File: config.mk
export PLATFORM = sky130hd
export DESIGN_NAME = sc_ddr_serializer
export DESIGN_NICKNAME = d
export VERILOG_FILES = /design/src/rtl/sc_ddr_serializer.sv
export SDC_FILE = /design/constraint.sdc
export NUM_CORES = 2
export LEC_CHECK = 0
export ABC_AREA = 0
export BUFFER_PORTS_ARGS = -buffer_cell sky130_fd_sc_hd__buf_4
export CORE_AREA = 2 2 426 428
export CTS_CLUSTER_DIAMETER = 60
export DETAILED_ROUTE_END_ITERATION = 8
export DIE_AREA = 0 0 428 430
export PLACE_DENSITY = 0.46
export SYNTH_ARGS = -nofsm -noshare
export SYNTH_HDL_FRONTEND = slang
export SYNTH_SLANG_ARGS = --single-unit
File: constraint.sdc
create_clock -name clk -period 2.4 [get_ports clk]
set_clock_uncertainty 0.1 [all_clocks]
set_input_delay 0.36 -clock clk [delete_from_list [all_inputs] [get_ports clk]]
set_output_delay 0.36 -clock clk [all_outputs]
set_load 0.03 [all_outputs]
File: src/rtl/sc_ddr_serializer.sv
module sc_ddr_serializer #(
  parameter int ROWS = 256,
  parameter int COLS = 256,
  parameter int SCW  = 8
) (
  input  logic                        clk,
  input  logic                        rst_n,
  input  logic                        start,
  input  logic [1:0]                  depth,
  input  logic [COLS*4-1:0]           row_data,
  output logic                        req,
  output logic [$clog2(ROWS)-1:0]     req_row,
  output logic [1:0]                  req_nib,
  output logic [COLS/SCW-1:0]         out_r,
  output logic [COLS/SCW-1:0]         out_f,
  output logic                        out_vld,
  output logic                        busy,
  output logic                        done
);
  localparam int NSC  = COLS / SCW;
  localparam int BITS = SCW * 4;
  localparam int CYC  = BITS / 2;
  localparam int RW   = $clog2(ROWS);
  localparam int PW   = (CYC > 1) ? $clog2(CYC) : 1;

  logic              busy_q, first_q, vld_q, last_q, done_q;
  logic [PW-1:0]     ph_q;
  logic [RW-1:0]     row_q;
  logic [1:0]        nib_q, np_q;
  logic [COLS*4-1:0] sreg_q, ld, sh;

  wire end_ph   = (ph_q == PW'(CYC - 1));
  wire ptr_last = (row_q == RW'(ROWS - 1)) && (nib_q == np_q);
  wire finish   = vld_q & end_ph & last_q;

  assign req     = first_q | (vld_q & end_ph & ~last_q);
  assign req_row = row_q;
  assign req_nib = nib_q;
  assign out_vld = vld_q;
  assign busy    = busy_q;
  assign done    = done_q;

  for (genvar s = 0; s < NSC; s++) begin : g_sc
    for (genvar k = 0; k < SCW; k++) begin : g_col
      assign ld[s*BITS + BITS - 1 - 4*k -: 4] = row_data[(s*SCW + k)*4 +: 4];
    end
    assign sh[s*BITS +: BITS] = {sreg_q[s*BITS +: BITS-2], 2'b00};
    assign out_r[s] = vld_q & sreg_q[s*BITS + BITS - 1];
    assign out_f[s] = vld_q & sreg_q[s*BITS + BITS - 2];
  end

  always_ff @(posedge clk or negedge rst_n) begin
    if (!rst_n) begin
      busy_q  <= 1'b0;
      first_q <= 1'b0;
      vld_q   <= 1'b0;
      last_q  <= 1'b0;
      done_q  <= 1'b0;
      ph_q    <= '0;
      row_q   <= '0;
      nib_q   <= '0;
      np_q    <= '0;
      sreg_q  <= '0;
    end else begin
      done_q <= finish;
      if (!busy_q && start) begin
        busy_q  <= 1'b1;
        first_q <= 1'b1;
        row_q   <= '0;
        nib_q   <= '0;
        last_q  <= 1'b0;
        np_q    <= (depth == 2'd0) ? 2'd0 : (depth == 2'd1) ? 2'd1 : 2'd2;
      end
      if (req) begin
        sreg_q  <= ld;
        vld_q   <= 1'b1;
        ph_q    <= '0;
        first_q <= 1'b0;
        last_q  <= ptr_last;
        if (!ptr_last) begin
          if (nib_q == np_q) begin
            nib_q <= '0;
            row_q <= row_q + 1'b1;
          end else begin
            nib_q <= nib_q + 1'b1;
          end
        end
      end else if (vld_q) begin
        sreg_q <= sh;
        ph_q   <= ph_q + 1'b1;
        if (finish) begin
          vld_q  <= 1'b0;
          busy_q <= 1'b0;
          ph_q   <= '0;
        end
      end
    end
  end

  AST_REQ_BUSY:    assert property (@(posedge clk) disable iff (!rst_n) req |-> busy);
  AST_NIB_RANGE:   assert property (@(posedge clk) disable iff (!rst_n) req |-> (req_nib <= np_q));
  AST_NO_GAP:      assert property (@(posedge clk) disable iff (!rst_n) out_vld |=> (out_vld || done));
  AST_DONE_SINGLE: assert property (@(posedge clk) disable iff (!rst_n) done |=> !done);
  AST_DONE_IDLE:   assert property (@(posedge clk) disable iff (!rst_n) done |-> (!busy && !out_vld));
  AST_BUSY_HOLD:   assert property (@(posedge clk) disable iff (!rst_n) (busy && start && !out_vld) |=> busy);
endmodule

==> results by group <==
Clock tree
  – Clk_lat worst skew: 0.78 ns
  – Root Driver: clkbuf_16
  – H-Tree Depth: 4
  – Num CTS Buffers: 135
  – Worst-case clock buffer depth: 3
  – Clock transition at path regs: 0.06 ns
  – CTS tree: yes
  – Clk sinks: 1,045

Logic synthesis
  – Sequential area share after synthesis: 55.05%
  – Synthesized area: 0.04750 mm^2
  – Fraction of registers with async set/reset: 100.0%
  – Area share of the largest cell type after synthesis: 55.05%
  – Top FF cell, synth: dfrtp_1
  – Synth area leaders: dfrtp_1 55%, mux2i_1 20%, nand2_1 8.7%
  – Syn Area/Cell: 10.29 um^2
  – Top-count cell post-synth: nand2_1
  – Library cells used by synthesis: 44
  – Cells after Synth: 4,617
  – Post-synth EDFFs: 0
  – Post-Syn Nets: 5,648
  – Post-synth top cells: 1,100 x nand2_1, 1,045 x dfrtp_1, 963 x mux2i_1, 727 x o21ai_0, 300 x o21ai_1
  – Cell taking the most area after synthesis: dfrtp_1
  – Synth Warn #: 0
  – #FFs+latches synth: 1,045

Timing
  – Pins Over Slew Limit: 0
  – Slew headroom: 61.51%
  – Hold Fails Final Rpt: 0
  – Setup-failing EPs final: 419
  – RSZ-0062 raised after global routing: yes
  – Tightest Pin Transition: 0.5694 ns
  – F_max: 0.3826 GHz
  – Setup ws final: -0.2136 ns
  – Post-route minimum period: 2.614 ns
  – Period utilization: 108.9%

Drt
  – Post-DRT Antenna Nets: 0
  – DRT Pass-1 Iters: 5
  – Top routing layer in use: met5
  – Number of remaining DRC errors: 0
  – Vias per std cell: 4.575
  – Vias post-DR: 42,500
  – Met3 WL: 7951 um
  – Met1 Routed Length: 77,420 um
  – Met2 wire len: 90,240 um
  – Routed wire length: 186,600 um
  – Routed length per instance: 20.09 um
  – Initial DRC Count: 2,510

Critical path
  – Crit-path cells: ha_2, and3_4, a31oi_4, bufinv_16, buf_16, buf_8
  – Critical path arrival: 2.15 ns
  – WP data required: 1.94 ns
  – Worst-path fanout max: 3
  – RR Startpoint: ph_q[0]
  – Setup crit start: ph_q[0]
  – Startpoint Class: flip-flop
  – Slowest cell delay on critical path: 0.39 ns
  – CP endpoint kind: primary output
  – Critical path type: reg2out
  – Slowest CP cell: dfrtp_1
  – FF-to-FF path depth: 8

Status
  – Status: finished, violations left
  – Violated checks: negative setup slack

Min path
  – Worst hold path type: in2async

Cells and area
  – Sequential Area: 0.02615 mm^2
  – Area grow syn2layout: 59.60%
  – Nets: 7,829
  – Filler cells: 17,200
  – Post-Layout Cell Count: 9,290
  – Layout cell share with drive strength beyond 1: 24.00%
  – Util after Layout: 42.17%
  – Footprint of the multi-input gates: 0.01990 mm^2

Power and ir drop
  – Cell Pwr Density: 868.1 mW/mm^2
  – P_leak: 37.09 nW
  – VDD IR-drop max: 0.6938 mV

Global route
  – Initial antenna violation count: 30
  – Largest net degree at the start of global routing: 153
  – Total global-route track usage: 19.71%
  – First-pass GRT wire length: 279,900 um
  – Total grt overflow: 0
  – Vias in the first global route: 45,530

Floorplanning
  – Die area: 0.1840 mm^2
  – Chip Height: 430 um
  – Die width: 428 um
  – Core Region: 0.1798 mm^2
  – Rows: 156
  – I/O Pins: 1,107
  – Starting Density: 26.42%

Placed design
  – # placed instances: 7,903
  – Port bufs: 1,106
  – Detailed placement HPWL: 124,700 um
  – Final Wtd Congestion: 0.8660

Flow run
  – Max_cap viols: 0
-- worst max-delay path: cells and delay by family, from the launching register on --
family,cells,cell delay [ns]
AOI/OAI and AO/OA,1,0.15
adders and majority gates,1,0.18
buffers and inverters,3,0.48
DFF,1,0.39
and+or+nand+nor,1,0.19
-- layer usage --
metal / global-route usage [%] / vias up
met2: 32.92 / 1225
met5: 0 / -
li1: - / 20250
met1: 23.86 / 20580
met4: 10.87 / 14
met3: 3.856 / 430
-- area by class of cell --
type,count,area share (%)
clock buffer,187,5.187
tap,2370,3.911
multi-input combinational,3211,26.25
timing repair buffer,2397,29.40
sequential,1045,34.50
clock inverter,47,0.5892
antenna,25,0.08252
timing repair inverter,1,0.01155
inverter,7,0.07261
-- cells in the final DEF, fill, tap and decap left out, types with 14 or more instances in the layout --
master,instances
o21ai_0,727
mux2i_1,963
clkinv_2,24
diode_2,25
o21ai_1,300
clkbuf_16,146
clkbuf_8,22
bufbuf_16,18
buf_16,14
dfrtp_1,1044
buf_6,69
clkbuf_1,24
buf_12,50
dlygate4sd3_1,1028
and2_4,64
buf_4,1209
nand2_1,1100
-- cells by family (layout without fill, tap and decap cells) --
family	Yosys count	after routing	synth area share, %
AOI/OAI and AO/OA	1046	1046	11.17
DFF	1045	1045	55.05
buffers and inverters	361	2639	3.398
adders and majority gates	2	2	0.05267
xor gates and xnor gates	4	4	0.07376
and+or+nand+nor	1195	1195	9.940
other	0	25	0
muxes	964	964	20.32
-- report_power, final --
group / internal [mW] / switching (mW) / leakage [nW]
clock network: 12.0 / 8.09 / 2.16
registers: 24.0 / 3.95 / 13.9
logic: 9.09 / 8.70 / 21.0
total: 45.1 / 20.7 / 37.1
-- what timing repair did --
item | CTS | global route
buffers inserted | 68 | 12
cloned | 23 | 4
resized for setup | 172 | 10
hold endpoints to repair | 1969 | 1
hold buffers | 1027 | 1
setup endpoints to repair | 75 | 823
pin swaps | 3 | 0
-- metrics by stage --
| step | setup WS, ns | hold slack (ns) | area, um^2 | setup TNS (ns) | total power, mW |
|---|---|---|---|---|---|
| after floorplan | 0.1269 | -0.03559 | 47500 | 0 | 36.73 |
| after global placement | 0.04827 | 0.2605 | 59120 | 0 | 42.95 |
| after detailed placement | -0.02515 | 0.2603 | 59120 | -0.1418 | 43.35 |
| after CTS | -0.3039 | 0.002219 | 75670 | -26.34 | 66.51 |
| after global routing | -0.3379 | 0.03983 | 75800 | -110.70 | 69.88 |
| final | -0.2136 | 0.07138 | 75820 | -26.91 | 65.82 |
-- final timing paths --
path	slack (ns)	end
worst max-delay path	-0.21	req
worst min-delay path	0.07	sreg_q[126]
worst max register to register	-0.17	req_row[3]
worst min register to register	0.40	np_q[0]
max in group asynchronous	1.16	sreg_q[953]
min in group clk	0.22	sreg_q[219]
-- state kept, by name, summed over array words and instances (netlist names) --
| signal | flops |
|---|---|
| np_q | 2 |
| last_q | 1 |
| req_row | 8 |
| out_vld | 1 |
| req_nib | 2 |
| busy | 1 |
| done | 1 |
| sreg_q | 1024 |
| ph_q | 4 |
| first_q | 1 |
(Power assumes the default switching activity.)
